<file path="config.mk">
export PLATFORM = sky130hd
export DESIGN_NAME = cpwm_channel
export DESIGN_NICKNAME = d
export VERILOG_FILES = /design/src/rtl/cpwm_pkg.sv /design/src/rtl/cpwm_timebase.sv /design/src/rtl/cpwm_shadow.sv /design/src/rtl/cpwm_outstage.sv /design/src/rtl/cpwm_channel.sv
export SDC_FILE = /design/constraint.sdc
export NUM_CORES = 1
export LEC_CHECK = 0
export ABC_AREA = 1
export BUFFER_PORTS_ARGS = -buffer_cell sky130_fd_sc_hd__buf_2
export CAP_MARGIN = 10
export CORE_ASPECT_RATIO = 0.5
export CORE_MARGIN = 2
export CORE_UTILIZATION = 30
export CTS_CLUSTER_SIZE = 14
export DETAILED_ROUTE_END_ITERATION = 10
export GPL_ROUTABILITY_DRIVEN = 0
export SYNTH_ARGS = -nofsm -noshare
export SYNTH_HDL_FRONTEND = slang
export SYNTH_HIERARCHICAL = 1
export SYNTH_SLANG_ARGS = --single-unit
export TNS_END_PERCENT = 100
</file>
<file path="constraint.sdc">
create_clock -name clk -period 3.6 [get_ports clk]
set_clock_uncertainty 0.2 [all_clocks]
set_input_delay 0.36 -clock clk [delete_from_list [all_inputs] [get_ports clk]]
set_output_delay 0.36 -clock clk [all_outputs]
set_load 0.005 [all_outputs]
</file>
<file path="src/rtl/cpwm_pkg.sv">
package cpwm_pkg;

   typedef enum logic {
      PH_UP = 1'b0,
      PH_DN = 1'b1
   } phase_e;

   // Saturated on-time of one side over a full period (0 .. 2*pe)
   function automatic int side_on_time(int pe, int duty, int dead, bit high_side);
      int raw;
      if (high_side) raw = pe + 2 * (duty - dead);
      else           raw = pe - 2 * (duty + dead);
      if (raw < 0)      raw = 0;
      if (raw > 2 * pe) raw = 2 * pe;
      return raw;
   endfunction

endpackage

</file>
<file path="src/rtl/cpwm_timebase.sv">
module cpwm_timebase
   import cpwm_pkg::*;
#(
   parameter int CW = 10
) (
   input  logic          clk,
   input  logic          rst_n,
   input  logic          en,
   input  logic [CW-1:0] per_s,
   output logic [CW-1:0] cnt_o,
   output phase_e        phase_o,
   output logic          run_o,
   output logic          load_o,
   output logic          sync_o
);

   localparam logic [CW-1:0] ONE = CW'(1);

   always_comb begin
      load_o = en && (!run_o || (phase_o == PH_DN && cnt_o == '0));
      sync_o = run_o && (phase_o == PH_UP) && (cnt_o == '0);
   end

   always_ff @(posedge clk or negedge rst_n) begin
      if (!rst_n) begin
         cnt_o   <= '0;
         phase_o <= PH_UP;
         run_o   <= 1'b0;
      end else if (!en) begin
         cnt_o   <= '0;
         phase_o <= PH_UP;
         run_o   <= 1'b0;
      end else if (!run_o) begin
         cnt_o   <= '0;
         phase_o <= PH_UP;
         run_o   <= 1'b1;
      end else if (phase_o == PH_UP) begin
         if (cnt_o == per_s - ONE) phase_o <= PH_DN;
         else                      cnt_o   <= cnt_o + ONE;
      end else begin
         if (cnt_o == '0) phase_o <= PH_UP;
         else             cnt_o   <= cnt_o - ONE;
      end
   end


   sync_pulse_chk: assert property (@(posedge clk) disable iff (!rst_n)
      sync_o |=> !sync_o);


   cnt_bound_chk: assert property (@(posedge clk) disable iff (!rst_n)
      run_o |-> (cnt_o < per_s));

endmodule

</file>
<file path="src/rtl/cpwm_shadow.sv">
module cpwm_shadow
   import cpwm_pkg::*;
#(
   parameter int CW = 10
) (
   input  logic          clk,
   input  logic          rst_n,
   input  logic          load,
   input  logic [CW-1:0] per_in,
   input  logic [CW-1:0] duty_in,
   input  logic [CW-1:0] dead_in,
   input  logic          xov_in,
   output logic [CW-1:0] per_s,
   output logic          xov_s,
   output logic [CW:0]   hi_up_thr,
   output logic [CW:0]   hi_dn_thr,
   output logic [CW:0]   lo_up_lim,
   output logic [CW:0]   lo_dn_lim
);

   localparam int        TW  = CW + 1;
   localparam logic [CW:0] ONE_T = TW'(1);

   logic [CW-1:0] per_eff;
   logic [CW:0]   pe_t, t_hi, t_lo;
   logic [CW:0]   nx_hi_up, nx_hi_dn, nx_lo_up, nx_lo_dn;

   always_comb begin
      per_eff  = (per_in == '0) ? CW'(1) : per_in;
      pe_t     = {1'b0, per_eff};
      t_hi     = TW'(side_on_time(int'(per_eff), int'(duty_in), int'(dead_in), 1'b1));
      t_lo     = TW'(side_on_time(int'(per_eff), int'(duty_in), int'(dead_in), 1'b0));
      // odd on-times: high side takes the extra cycle on the rising half,
      // low side on the falling half, keeping the two pulses disjoint
      nx_hi_up = pe_t - ((t_hi + ONE_T) >> 1);
      nx_hi_dn = pe_t - (t_hi >> 1);
      nx_lo_up = t_lo >> 1;
      nx_lo_dn = (t_lo + ONE_T) >> 1;
   end

   always_ff @(posedge clk or negedge rst_n) begin
      if (!rst_n) begin
         per_s     <= CW'(1);
         xov_s     <= 1'b0;
         hi_up_thr <= '0;
         hi_dn_thr <= '0;
         lo_up_lim <= '0;
         lo_dn_lim <= '0;
      end else if (load) begin
         per_s     <= per_eff;
         xov_s     <= xov_in;
         hi_up_thr <= nx_hi_up;
         hi_dn_thr <= nx_hi_dn;
         lo_up_lim <= nx_lo_up;
         lo_dn_lim <= nx_lo_dn;
      end
   end


   shadow_hold_chk: assert property (@(posedge clk) disable iff (!rst_n)
      !load |=> ($stable(per_s) && $stable(xov_s) && $stable(hi_up_thr) && $stable(lo_dn_lim)));


   per_nonzero_chk: assert property (@(posedge clk) disable iff (!rst_n)
      per_s != '0);

endmodule

</file>
<file path="src/rtl/cpwm_outstage.sv">
module cpwm_outstage
   import cpwm_pkg::*;
#(
   parameter int CW      = 10,
   parameter bit XOVER_EN = 1'b1
) (
   input  logic          clk,
   input  logic          rst_n,
   input  logic [CW-1:0] cnt,
   input  phase_e        phase,
   input  logic          run,
   input  logic          xov_s,
   input  logic [CW:0]   hi_up_thr,
   input  logic [CW:0]   hi_dn_thr,
   input  logic [CW:0]   lo_up_lim,
   input  logic [CW:0]   lo_dn_lim,
   output logic          hi_o,
   output logic          lo_o
);

   logic [CW:0] cnt_t;
   logic        hi_raw, lo_raw;

   always_comb begin
      cnt_t  = {1'b0, cnt};
      hi_raw = (phase == PH_UP) ? (cnt_t >= hi_up_thr) : (cnt_t >= hi_dn_thr);
      lo_raw = (phase == PH_UP) ? (cnt_t <  lo_up_lim) : (cnt_t <  lo_dn_lim);
   end

   generate
      if (XOVER_EN) begin : g_xover
         always_comb begin
            hi_o = run && (xov_s ? lo_raw : hi_raw);
            lo_o = run && (xov_s ? hi_raw : lo_raw);
         end
      end else begin : g_fixed
         logic unused_xov;
         always_comb begin
            unused_xov = xov_s;
            hi_o       = run && hi_raw;
            lo_o       = run && lo_raw;
         end
      end
   endgenerate


   pins_exclusive_chk: assert property (@(posedge clk) disable iff (!rst_n)
      !(hi_o && lo_o));

endmodule

</file>
<file path="src/rtl/cpwm_channel.sv">
module cpwm_channel
   import cpwm_pkg::*;
#(
   parameter int CW       = 10,
   parameter bit XOVER_EN = 1'b1
) (
   input  logic          clk,
   input  logic          rst_n,
   input  logic          en_i,
   input  logic          xover_i,
   input  logic [CW-1:0] period_i,
   input  logic [CW-1:0] duty_i,
   input  logic [CW-1:0] dead_i,
   output logic          hi_o,
   output logic          lo_o,
   output logic          sync_o
);

   generate
      if (CW < 2 || CW > 28) begin : g_bad_cw
         $error("cpwm_channel: CW must lie in 2..28");
      end
   endgenerate

   logic [CW-1:0] per_s, cnt;
   logic          xov_s, run, load;
   phase_e        phase;
   logic [CW:0]   hi_up_thr, hi_dn_thr, lo_up_lim, lo_dn_lim;

   cpwm_timebase #(.CW(CW)) u_tb (
      .clk     (clk),
      .rst_n   (rst_n),
      .en      (en_i),
      .per_s   (per_s),
      .cnt_o   (cnt),
      .phase_o (phase),
      .run_o   (run),
      .load_o  (load),
      .sync_o  (sync_o)
   );

   cpwm_shadow #(.CW(CW)) u_sh (
      .clk       (clk),
      .rst_n     (rst_n),
      .load      (load),
      .per_in    (period_i),
      .duty_in   (duty_i),
      .dead_in   (dead_i),
      .xov_in    (xover_i),
      .per_s     (per_s),
      .xov_s     (xov_s),
      .hi_up_thr (hi_up_thr),
      .hi_dn_thr (hi_dn_thr),
      .lo_up_lim (lo_up_lim),
      .lo_dn_lim (lo_dn_lim)
   );

   cpwm_outstage #(.CW(CW), .XOVER_EN(XOVER_EN)) u_os (
      .clk       (clk),
      .rst_n     (rst_n),
      .cnt       (cnt),
      .phase     (phase),
      .run       (run),
      .xov_s     (xov_s),
      .hi_up_thr (hi_up_thr),
      .hi_dn_thr (hi_dn_thr),
      .lo_up_lim (lo_up_lim),
      .lo_dn_lim (lo_dn_lim),
      .hi_o      (hi_o),
      .lo_o      (lo_o)
   );


   idle_low_chk: assert property (@(posedge clk) disable iff (!rst_n)
      !en_i |=> (!hi_o && !lo_o && !sync_o));


   enable_sync_chk: assert property (@(posedge clk) disable iff (!rst_n)
      (en_i && !run) |=> sync_o);

endmodule

</file>
==> results.py, run 1 <==
metrics = {
    "sta": {
        "period_needed_ns": 5.80,
        "setup_violations": 42,
        "hold_viol": 3,
        "max_freq_mhz": 172,
        "hold_slack_ns": -0.00599,
        "rsz0062_at_grt": "true",
        "fin_ws_ns": -2.20,
        "worst_pin_slew_ns": 1.01,
        "drv_slew": 0,
        "final.setup.tns_ns": -60.25,
        "timing.slew.headroom": 0.327,
        "post-route-period-util": 1.61,
    },
    "worst_setup_path": {
        "end_kind": "flop",
        "crit_path_top_delay_cell": "fa_2",
        "cp.required_ns": 3.64,
        "crit_top_cell": "inv_1",
        "cpPeakStageDelay_ns": 0.39,
        "critPathLaunchType": "primary input",
        "rrSetupSlack_ns": 0.75,
        "crit_arrival_ns": 5.83,
        "critPathKind": "primary input to flop",
        "cp_max_fo": 7,
    },
    "clocking": {
        "clk_pin_slew_ns": 0.06,
        "clock_sinks": 65,
        "htree_levels": 3,
        "ctsLongestPathBuffers": 2,
        "cts_tree": "built",
        "cts_made_buffers": 9,
        "cts-root-buf": "clkbuf_16",
        "worstSkewPairLatency_ns": 0.33,
    },
    "power": {
        "p_clk_frac": 0.122,
        "internal_power_mw": 4.07,
        "power_density_mw_per_mm2": 539,
        "swShare": 0.425,
        "power_switching_mw": 3.01,
        "finalPower_mw": 7.08,
        "ir_worst_vdd_mv": 0.266,
        "pwr-share-seq": 0.150,
        "power_leakage_nw": 6.83,
        "combPwrFrac": 0.728,
    },
    "floorplanning": {
        "io_pins": 37,
        "initial_core_util": 0.306,
        "coreArea_mm2": 0.0278,
        "die_area_mm2": 0.0298,
        "die_h_um": 123,
        "fp.dieW_um": 242,
        "rows": 43,
    },
    "detailed_routing": {
        "dr.pass1.iters": 5,
        "top_layer": "met4",
        "met3_length_um": 598,
        "drc_errors": 0,
        "routedWlPerCell_um": 12.8,
        "dr.first_iter.drc_count": 384,
        "finalWirelength_mm": 25.8,
        "wl_met1_mm": 12.4,
        "avgViaCountPerCell": 4.47,
        "ant_nets": 0,
        "route.met2.wl_mm": 12.2,
        "vias": 8987,
    },
    "global_routing": {
        "grt_pass1_vias": 8723,
        "grt_first_pass_wirelength_mm": 41.5,
        "grt_max_degree": 66,
        "overflow": 0,
        "track_usage": 0.171,
        "antenna_found_initial": 0,
    },
    "yosys": {
        "avgSynthCellArea_um2": 6.61,
        "post_synth_num_cell_types": 55,
        "synth-edff-count": 0,
        "ys_seq_elements": 65,
        "async_flop_share": 1.00,
        "yosysSeqAreaShare": 0.191,
        "synth_top_flop_cell": "dfrtp_1",
        "syn_inst": 1289,
        "synth_warnings": 6,
        "synthesis.area_mm2": 0.00852,
    },
    "finish": {
        "areaGrowthSynthToFinish_pct": 54.0,
        "drive_gt1_frac": 0.390,
        "final_nets": 1791,
        "diodes": 0,
        "final_area_mm2": 0.0131,
        "fin_cells": 2010,
    },
    "placed_design": {
        "hpwl_mm": 19.4,
        "place_area_mm2": 0.0113,
        "portBuffers": 36,
        "dp.cells": 1925,
    },
    "run_status": {
        "violations": "negative hold slack, negative setup slack",
        "status": "finished with violations",
    },
    "run": {
        "cap_violations": 0,
    },
    "hold_path": {
        "hold_path_class": "primary input to async pin",
    },
}
==> path summary, 6_finish.rpt <==
kind,to,depth (start not counted),from
setup / recovery,u_sh/hi_up_thr[8],46,duty_i[0]
hold / removal,u_tb/cnt_o[7],2,rst_n
setup reg to reg,u_sh/lo_dn_lim[9],13,u_tb/cnt_o[5]
hold reg to reg,u_sh/hi_dn_thr[2],2,u_sh/hi_dn_thr[2]
max in group asynchronous,u_sh/hi_dn_thr[4],2,rst_n
min in group clk,u_sh/xov_s,3,xover_i
==> metal layers <==
layer	global-route usage	vias to the layer above
li1	-	4788
met2	0.306	116
met5	0	-
met4	0.0590	0
met1	0.219	4050
met3	0.0143	33
==> registers in the layout, summed over array words and instances, names as in the netlist <==
name and flops:
u_sh/hi_dn_thr 11, u_sh/lo_dn_lim 10, u_tb/run_o 1, u_tb/phase_o 1, u_sh/hi_up_thr 11, u_sh/xov_s 1
u_sh/per_s 10, u_tb/cnt_o 10, u_sh/lo_up_lim 10
==> synthesized netlist by cell type (2+ instances only) <==
cell	number	share of area
nand2_1	344	0.15
inv_1	198	0.087
ha_1	126	0.19
nor2_1	114	0.050
nand3_1	77	0.045
a21oi_1	67	0.039
dfrtp_1	64	0.19
o21ai_0	49	0.029
xor2_1	38	0.039
clkbuf_1	19	0.0084
nand4_1	15	0.011
o21ai_1	15	0.0088
nor2_2	14	0.010
nand2_2	13	0.0095
xnor2_1	13	0.013
a31oi_1	12	0.0088
inv_2	12	0.0053
nor3_1	10	0.0059
nand2_4	8	0.011
fa_1	7	0.016
o21bai_1	7	0.0062
buf_4	6	0.0053
nand3_2	6	0.0070
o31ai_1	5	0.0044
nor3_2	4	0.0047
a21o_1	3	0.0026
a21oi_2	3	0.0031
nor2_4	3	0.0040
o21ai_2	3	0.0031
or2_2	3	0.0022
buf_6	2	0.0026
clkinv_1	2	0.00088
nand3b_1	2	0.0018
nor4_1	2	0.0015
o211ai_1	2	0.0018
o21a_1	2	0.0018
==> what timing repair did <==
item,in CTS,in global routing
buffers inserted,55,27
endpoints found under the setup margin,42,42
hold buffers,1,0
endpoints found under the hold margin,1,0
pin swaps,65,102
gates resized for setup,134,104
==> critical path, delay by kind of cell <==
kind / cells / cell delay [ns]
AO/OA/AOI/OAI: 13 / 1.63
adder cells (fa/ha/maj): 6 / 1.58
AND/OR/NAND/NOR: 13 / 1.00
buffers and inverters: 12 / 0.95
XOR/XNOR: 2 / 0.31
==> stage by stage <==
step / util / worst slack [ns]
5_1_grt: 0.472 / -2.63
3_5_place_dp: 0.406 / -2.68
6_report: 0.472 / -2.20
4_1_cts: 0.450 / -2.07
2_1_floorplan: - / -2.22
3_3_place_gp: 0.406 / -2.55
==> cells by family (layout without fill, tap and decap cells) <==
group,count (synthesis),count (layout),share of synthesized area
compound gates,177,177,0.119
xor+xnor,51,51,0.0524
fa+ha+maj,133,133,0.201
buf+inv,243,581,0.115
flops,65,65,0.191
other cells,1,2,0.000440
simple gates,619,619,0.320
==> cell usage in the layout, fill, tap and decap left out, types with 5 or more instances in the layout <==
master / n
a21oi_1: 44
a21oi_2: 21
a21oi_4: 6
a31oi_1: 9
buf_2: 30
buf_4: 281
buf_6: 34
clkbuf_16: 9
dfrtp_1: 64
ha_1: 105
ha_4: 20
inv_1: 169
inv_2: 28
inv_4: 9
nand2_1: 308
nand2_2: 28
nand2_4: 26
nand3_1: 63
nand3_2: 15
nand3_4: 5
nand4_1: 15
nor2_1: 87
nor2_2: 26
nor2_4: 18
nor3_1: 8
o21ai_0: 26
o21ai_1: 22
o21ai_2: 11
o21ai_4: 8
o21bai_1: 7
xnor2_1: 9
xor2_1: 35
==> power groups by stage <==
stage          Sequential, mW  Combinational [mW]  Clock (mW)
2_1_floorplan            1.04                2.39           0
3_3_place_gp             1.07                3.84           0
3_5_place_dp             1.07                3.87           0
4_1_cts                  1.06                4.59       0.884
5_1_grt                  1.09                5.66       0.910
6_report                 1.06                5.15       0.866
==> area by class of cell <==
cell class / count / area [um2]
Multi-Input combinational cell: 982 / 7090
Tap cell: 382 / 478
Clock inverter: 5 / 56.3
Inverter: 213 / 857
Timing Repair Buffer: 353 / 2770
Clock buffer: 10 / 239
Fill cell: 2654 / 14700
Sequential cell: 65 / 1630
Power figures use the tool's default switching activity.
==> run 2, diff against run 1 <==
--- a/config.mk
+++ b/config.mk
@@ -8,12 +8,12 @@
 export ABC_AREA = 1
 export BUFFER_PORTS_ARGS = -buffer_cell sky130_fd_sc_hd__buf_2
 export CAP_MARGIN = 10
-export CORE_ASPECT_RATIO = 0.5
 export CORE_MARGIN = 2
 export CORE_UTILIZATION = 30
 export CTS_CLUSTER_SIZE = 14
 export DETAILED_ROUTE_END_ITERATION = 10
 export GPL_ROUTABILITY_DRIVEN = 0
+export PLACE_DENSITY = 0.47
 export SYNTH_ARGS = -nofsm -noshare
 export SYNTH_HDL_FRONTEND = slang
 export SYNTH_HIERARCHICAL = 1
==> run 2 against run 1 <==
  * The flow still finishes with violations (negative hold slack, negative setup slack)
  * Register-to-register slack improved by 0.14 ns
  * Wire length increased by 3.0%
  * Die area fell by 0.28%
  * Critical path depth is 5 lower
  * Hold slack better by 0.0019 ns
  * Sequential power barely moved
  * Cell count decreased by 0.25%
  * Largest power group unchanged
==> results.py, run 2 (synthesis results as in run 1) <==
metrics = {
    "floorplanning": {
        "io_pins": 37,
        "coreArea_mm2": 0.0279,
        "initial_core_util": 0.306,
        "rows": 61,
        "die_h_um": 173,
        "fp.dieW_um": 173,
        "die_area_mm2": 0.0298,
    },
    "global_routing": {
        "grt_pass1_vias": 8823,
        "overflow": 0,
        "grt_max_degree": 66,
        "antenna_found_initial": 0,
        "grt_first_pass_wirelength_mm": 43.1,
        "track_usage": 0.178,
    },
    "power": {
        "finalPower_mw": 6.96,
        "p_clk_frac": 0.138,
        "combPwrFrac": 0.709,
        "power_leakage_nw": 6.82,
        "pwr-share-seq": 0.153,
        "internal_power_mw": 4.05,
        "swShare": 0.417,
        "power_switching_mw": 2.91,
        "ir_worst_vdd_mv": 0.229,
        "power_density_mw_per_mm2": 534,
    },
    "worst_setup_path": {
        "critPathKind": "primary input to flop",
        "crit_top_cell": "inv_1",
        "crit_family": "compound AO/OA/AOI/OAI gates",
        "end_kind": "flop",
        "crit_arrival_ns": 5.88,
        "cpPeakStageDelay_ns": 0.40,
        "rrSetupSlack_ns": 0.89,
        "cp_max_fo": 7,
        "r2r-start": "u_tb/cnt_o[0]",
        "crit_buf_inv": 7,
        "critPathLaunchType": "primary input",
        "cp.required_ns": 3.62,
        "reg2reg_depth": 10,
        "crit_path_top_delay_cell": "fa_2",
        "r2r-end": "u_sh/hi_up_thr[3]",
    },
    "sta": {
        "period_needed_ns": 5.85,
        "worst_pin_slew_ns": 0.865,
        "rsz0062_at_grt": "true",
        "hold_slack_ns": -0.00409,
        "hold_viol": 2,
        "max_freq_mhz": 171,
        "timing.slew.headroom": 0.423,
        "fin_ws_ns": -2.25,
        "setup_violations": 42,
        "drv_slew": 0,
        "post-route-period-util": 1.63,
    },
    "detailed_routing": {
        "finalWirelength_mm": 26.5,
        "avgViaCountPerCell": 4.50,
        "ant_nets": 0,
        "vias": 9020,
        "routedWlPerCell_um": 13.2,
        "dr.pass1.iters": 4,
        "dr.first_iter.drc_count": 312,
        "drc_errors": 0,
    },
    "run_status": {
        "status": "finished with violations",
        "violations": "negative hold slack, negative setup slack",
    },
    "clocking": {
        "worstSkewPairLatency_ns": 0.33,
        "htree_levels": 3,
        "ctsLongestPathBuffers": 2,
        "cts_tree": "built",
        "clock_sinks": 65,
        "cts_made_buffers": 9,
        "cts-root-buf": "clkbuf_16",
        "clk_pin_slew_ns": 0.06,
    },
    "finish": {
        "drive_gt1_frac": 0.392,
        "diodes": 0,
        "mostFrequentLayoutCells": "303 x nand2_1, 284 x buf_4, 168 x inv_1",
        "final_common_cell": "nand2_1",
        "reg_top3": "u_sh/hi_dn_thr x11, u_sh/hi_up_thr x11",
        "final_util": 0.468,
        "final_nets": 1789,
        "areaGrowthSynthToFinish_pct": 53.0,
    },
    "placed_design": {
        "portBuffers": 36,
        "hpwl_mm": 21.4,
    },
    "hold_path": {
        "hold_path_class": "primary input to async pin",
    },
    "run": {
        "cap_violations": 0,
    },
}
==> run 2: area by class of cell <==
type	instances	area [um2]
timing repair buffer	351	2770
inverter	213	855
sequential	65	1630
clock inverter	7	103
multi-input combinational	982	6980
tap	378	473
fill	2847	14800
clock buffer	9	225
==> run 2: timing repair <==
item / CTS / global route
hold buffers: 1 / 0
gates resized for setup: 115 / 106
hold endpoints to repair: 1 / 0
setup endpoints to repair: 42 / 42
buffers inserted: 42 / 19
pin swaps: 59 / 68
gates cloned: 0 / 1
==> run 2: worst max path at each step <==
stage,slack [ns],cells past startpoint,to,from
CTS,-2.18,45,u_sh/hi_up_thr[9],duty_i[0]
floorplan,-2.22,43,u_sh/hi_up_thr[10],duty_i[0]
global placement,-2.63,42,u_sh/hi_up_thr[10],duty_i[0]
global route,-2.58,46,u_sh/hi_up_thr[9],duty_i[0]
finish,-2.25,41,u_sh/hi_up_thr[10],duty_i[2]
detailed placement,-2.80,42,u_sh/hi_up_thr[10],duty_i[0]
==> run 2: stage by stage <==
stage,instances,area (um2),hold slack [ns],TNS (ns),setup WS [ns]
floorplan,1290,8950,-0.136,-50.63,-2.22
global placement,1935,11400,0.265,-79.88,-2.63
detailed placement,1935,11400,0.267,-83.21,-2.80
CTS,1993,12500,0.0637,-58.74,-2.18
global route,2005,13000,0.0971,-73.89,-2.58
finish,2005,13000,-0.00409,-62.49,-2.25
==> run 2: worst reg2reg max path, stage by stage, from the launching register on <==
cell and delay (ns):
dfrtp_1 0.51, nor2_1 0.24, nand4_1 0.12, nor3_1 0.19
inv_2 0.09, o21ai_0 0.16, inv_1 0.07, nor2_1 0.20
inv_2 0.30, buf_12 0.28, o31ai_1 0.28
==> run 2: power groups by stage <==
stage	logic [mW]	registers (mW)	clock network, mW
6_report	4.93	1.06	0.961
3_5_place_dp	3.97	1.08	0
4_1_cts	4.61	1.07	0.987
3_3_place_gp	3.93	1.07	0
2_1_floorplan	2.39	1.04	0
5_1_grt	5.49	1.09	1.02
==> run 2: metal layers <==
layer  global-route usage  wire [um]
met1                0.213      11700
met2                0.334      13600
met3               0.0128        454
met4               0.0605        702
met5                    0          0
==> run 3, diff against run 2 <==
--- a/config.mk
+++ b/config.mk
@@ -6,14 +6,14 @@
 export NUM_CORES = 1
 export LEC_CHECK = 0
 export ABC_AREA = 1
-export BUFFER_PORTS_ARGS = -buffer_cell sky130_fd_sc_hd__buf_2
-export CAP_MARGIN = 10
+export BUFFER_PORTS_ARGS = -buffer_cell sky130_fd_sc_hd__clkbuf_2
+export CAP_MARGIN = 30
 export CORE_MARGIN = 2
 export CORE_UTILIZATION = 30
 export CTS_CLUSTER_SIZE = 14
 export DETAILED_ROUTE_END_ITERATION = 10
 export GPL_ROUTABILITY_DRIVEN = 0
-export PLACE_DENSITY = 0.47
+export PLACE_DENSITY_LB_ADDON = 0.08
 export SYNTH_ARGS = -nofsm -noshare
 export SYNTH_HDL_FRONTEND = slang
 export SYNTH_HIERARCHICAL = 1
==> run 3 against run 2 <==
  * The run ends with negative setup slack left
  * Flip-flop and latch count did not move
  * Global-route usage rose by 1.6 points
  * Sequential power about the same
  * Hold slack gained 0.083 ns
  * Clock power fell by 2%
  * Utilization rose by 0.97 points
  * Register-to-register slack about the same
  * Combinational power up 6.5%
  * First-iteration DRC count fell by 2.9%
  * Critical path type unchanged
  * Critical endpoint is now u_sh/hi_up_thr[9]
==> results.py, run 3 (synthesis results as in run 1) <==
metrics = {
    "global_routing": {
        "overflow": 0,
        "track_usage": 0.194,
        "grt_max_degree": 45,
        "grt_pass1_vias": 9398,
        "grt_first_pass_wirelength_mm": 46.6,
        "antenna_found_initial": 0,
    },
    "run_status": {
        "violations": "negative setup slack",
        "status": "finished with violations",
    },
    "worst_setup_path": {
        "critPathLaunch": "duty_i[0]",
        "crit_path_top_delay_cell": "fa_2",
        "r2r-start": "u_tb/cnt_o[0]",
        "crit_arrival_ns": 5.83,
        "reg2reg_depth": 12,
        "cpPeakStageDelay_ns": 0.44,
        "critPathLaunchType": "primary input",
        "r2r-end": "u_sh/hi_dn_thr[2]",
        "endpoint": "u_sh/hi_up_thr[9]",
        "rrSetupSlack_ns": 0.89,
        "cp.required_ns": 3.59,
        "crit_top_cell": "a21oi_2",
        "critPathKind": "primary input to flop",
        "cp_max_fo": 6,
        "end_kind": "flop",
    },
    "placed_design": {
        "portBuffers": 36,
        "hpwl_mm": 22.6,
    },
    "detailed_routing": {
        "drc_errors": 0,
        "dr.pass1.iters": 4,
        "routedWlPerCell_um": 13.9,
        "avgViaCountPerCell": 4.50,
        "dr.first_iter.drc_count": 303,
        "vias": 9066,
        "finalWirelength_mm": 28.1,
        "ant_nets": 0,
    },
    "finish": {
        "diodes": 0,
        "nFillCells": 2869,
        "reg_top3": "u_sh/hi_dn_thr x11, u_sh/hi_up_thr x11",
        "final_common_cell": "nand2_1",
        "areaGrowthSynthToFinish_pct": 56.1,
        "drive_gt1_frac": 0.402,
        "multiInputGateArea_mm2": 0.00716,
        "final_util": 0.478,
        "ff_latch_area_mm2": 0.00163,
        "final_nets": 1799,
        "mostFrequentLayoutCells": "306 x nand2_1, 278 x buf_4, 167 x inv_1",
    },
    "sta": {
        "worst_pin_slew_ns": 0.795,
        "timing.slew.headroom": 0.469,
        "post-route-period-util": 1.62,
        "fin_ws_ns": -2.23,
        "max_freq_mhz": 171,
        "hold_viol": 0,
        "period_needed_ns": 5.83,
        "drv_slew": 0,
        "setup_violations": 42,
        "rsz0062_at_grt": "true",
    },
    "floorplanning": {
        "die_h_um": 173,
        "rows": 61,
        "die_area_mm2": 0.0298,
        "coreArea_mm2": 0.0279,
        "io_pins": 37,
        "fp.dieW_um": 173,
        "initial_core_util": 0.306,
    },
    "run": {
        "cap_violations": 0,
    },
    "power": {
        "power_density_mw_per_mm2": 546,
        "ir_worst_vdd_mv": 0.269,
        "power_leakage_nw": 6.89,
        "finalPower_mw": 7.27,
    },
    "clocking": {
        "cts_tree": "built",
        "clk_pin_slew_ns": 0.06,
        "ctsLongestPathBuffers": 2,
        "cts-root-buf": "clkbuf_16",
        "clock_sinks": 65,
        "cts_made_buffers": 9,
        "htree_levels": 3,
        "worstSkewPairLatency_ns": 0.34,
    },
    "hold_path": {
        "hold_path_class": "primary input to flop",
    },
}
==> run 3: cell types whose count changed in the layout (fill, tap and decap cells not counted), sizes merged <==
cell and delta:
clkbuf +30, buf -21, clkinv -1, clkinvlp +1
dlygate4sd3 +1
==> run 3: report_power, final <==
| group | switching (mW) | internal [mW] | total, mW | leakage, nW |
|---|---|---|---|---|
| clock network | 0.339 | 0.606 | 0.945 | 0.152 |
| logic | 2.59 | 2.66 | 5.25 | 5.91 |
| registers | 0.135 | 0.935 | 1.07 | 0.831 |
| total | 3.07 | 4.20 | 7.27 | 6.89 |
==> run 3: stage by stage <==
stage                     setup slack (ns)  instances  hold WS (ns)  setup TNS, ns  instance area [um2]
final                                -2.23       2015        0.0785         -60.20                13300
after global placement               -2.65       1935         0.262         -78.64                11400
after floorplan                      -2.22       1290        -0.136         -50.63                 8950
after detailed placement             -2.77       1935         0.267         -81.32                11400
after CTS                            -2.22       2016        0.0639         -61.03                13000
after global routing                 -2.61       2015        0.0848         -72.68                13300
==> run 3: layer usage <==
metal | up-vias | wire length (um) | GRT usage
li1 | 4804 | - | -
met1 | 4113 | 12200 | 0.222
met5 | - | 0 | 0
met4 | 0 | 986 | 0.0755
met3 | 45 | 455 | 0.0166
met2 | 104 | 14400 | 0.369
==> run 3: how the worst min path moves through the flow <==
| stage | from | to | cells after the start |
|---|---|---|---|
| after floorplan | rst_n | u_sh/hi_dn_thr[0] | 0 |
| after global placement | rst_n | u_tb/cnt_o[1] | 1 |
| after detailed placement | rst_n | u_tb/cnt_o[0] | 1 |
| after CTS | xover_i | u_sh/xov_s | 3 |
| after global routing | xover_i | u_sh/xov_s | 3 |
| final | xover_i | u_sh/xov_s | 3 |
==> run 3: critical path: cells and delay by family <==
family / cells / cell delay (ns)
buffers and inverters: 7 / 0.47
adder cells (fa/ha/maj): 6 / 1.56
AND/OR/NAND/NOR: 17 / 1.37
AO/OA/AOI/OAI: 13 / 1.58
XOR/XNOR: 3 / 0.47
==> run 3: area by class of cell <==
type,instances,area share
clock buffers,9,0.0169
repair buffers,361,0.216
well taps,378,0.0356
inverters,213,0.0642
clock inverters,7,0.00705
multi-input cells,982,0.538
flip-flops and latches,65,0.122
==> run 3: what timing repair did <==
item / CTS / global route
gates resized for setup: 174 / 90
pin swaps: 87 / 79
hold endpoints to repair: 29 / 0
buffers inserted: 71 / 16
setup endpoints to repair: 42 / 42
hold buffers: 2 / 0
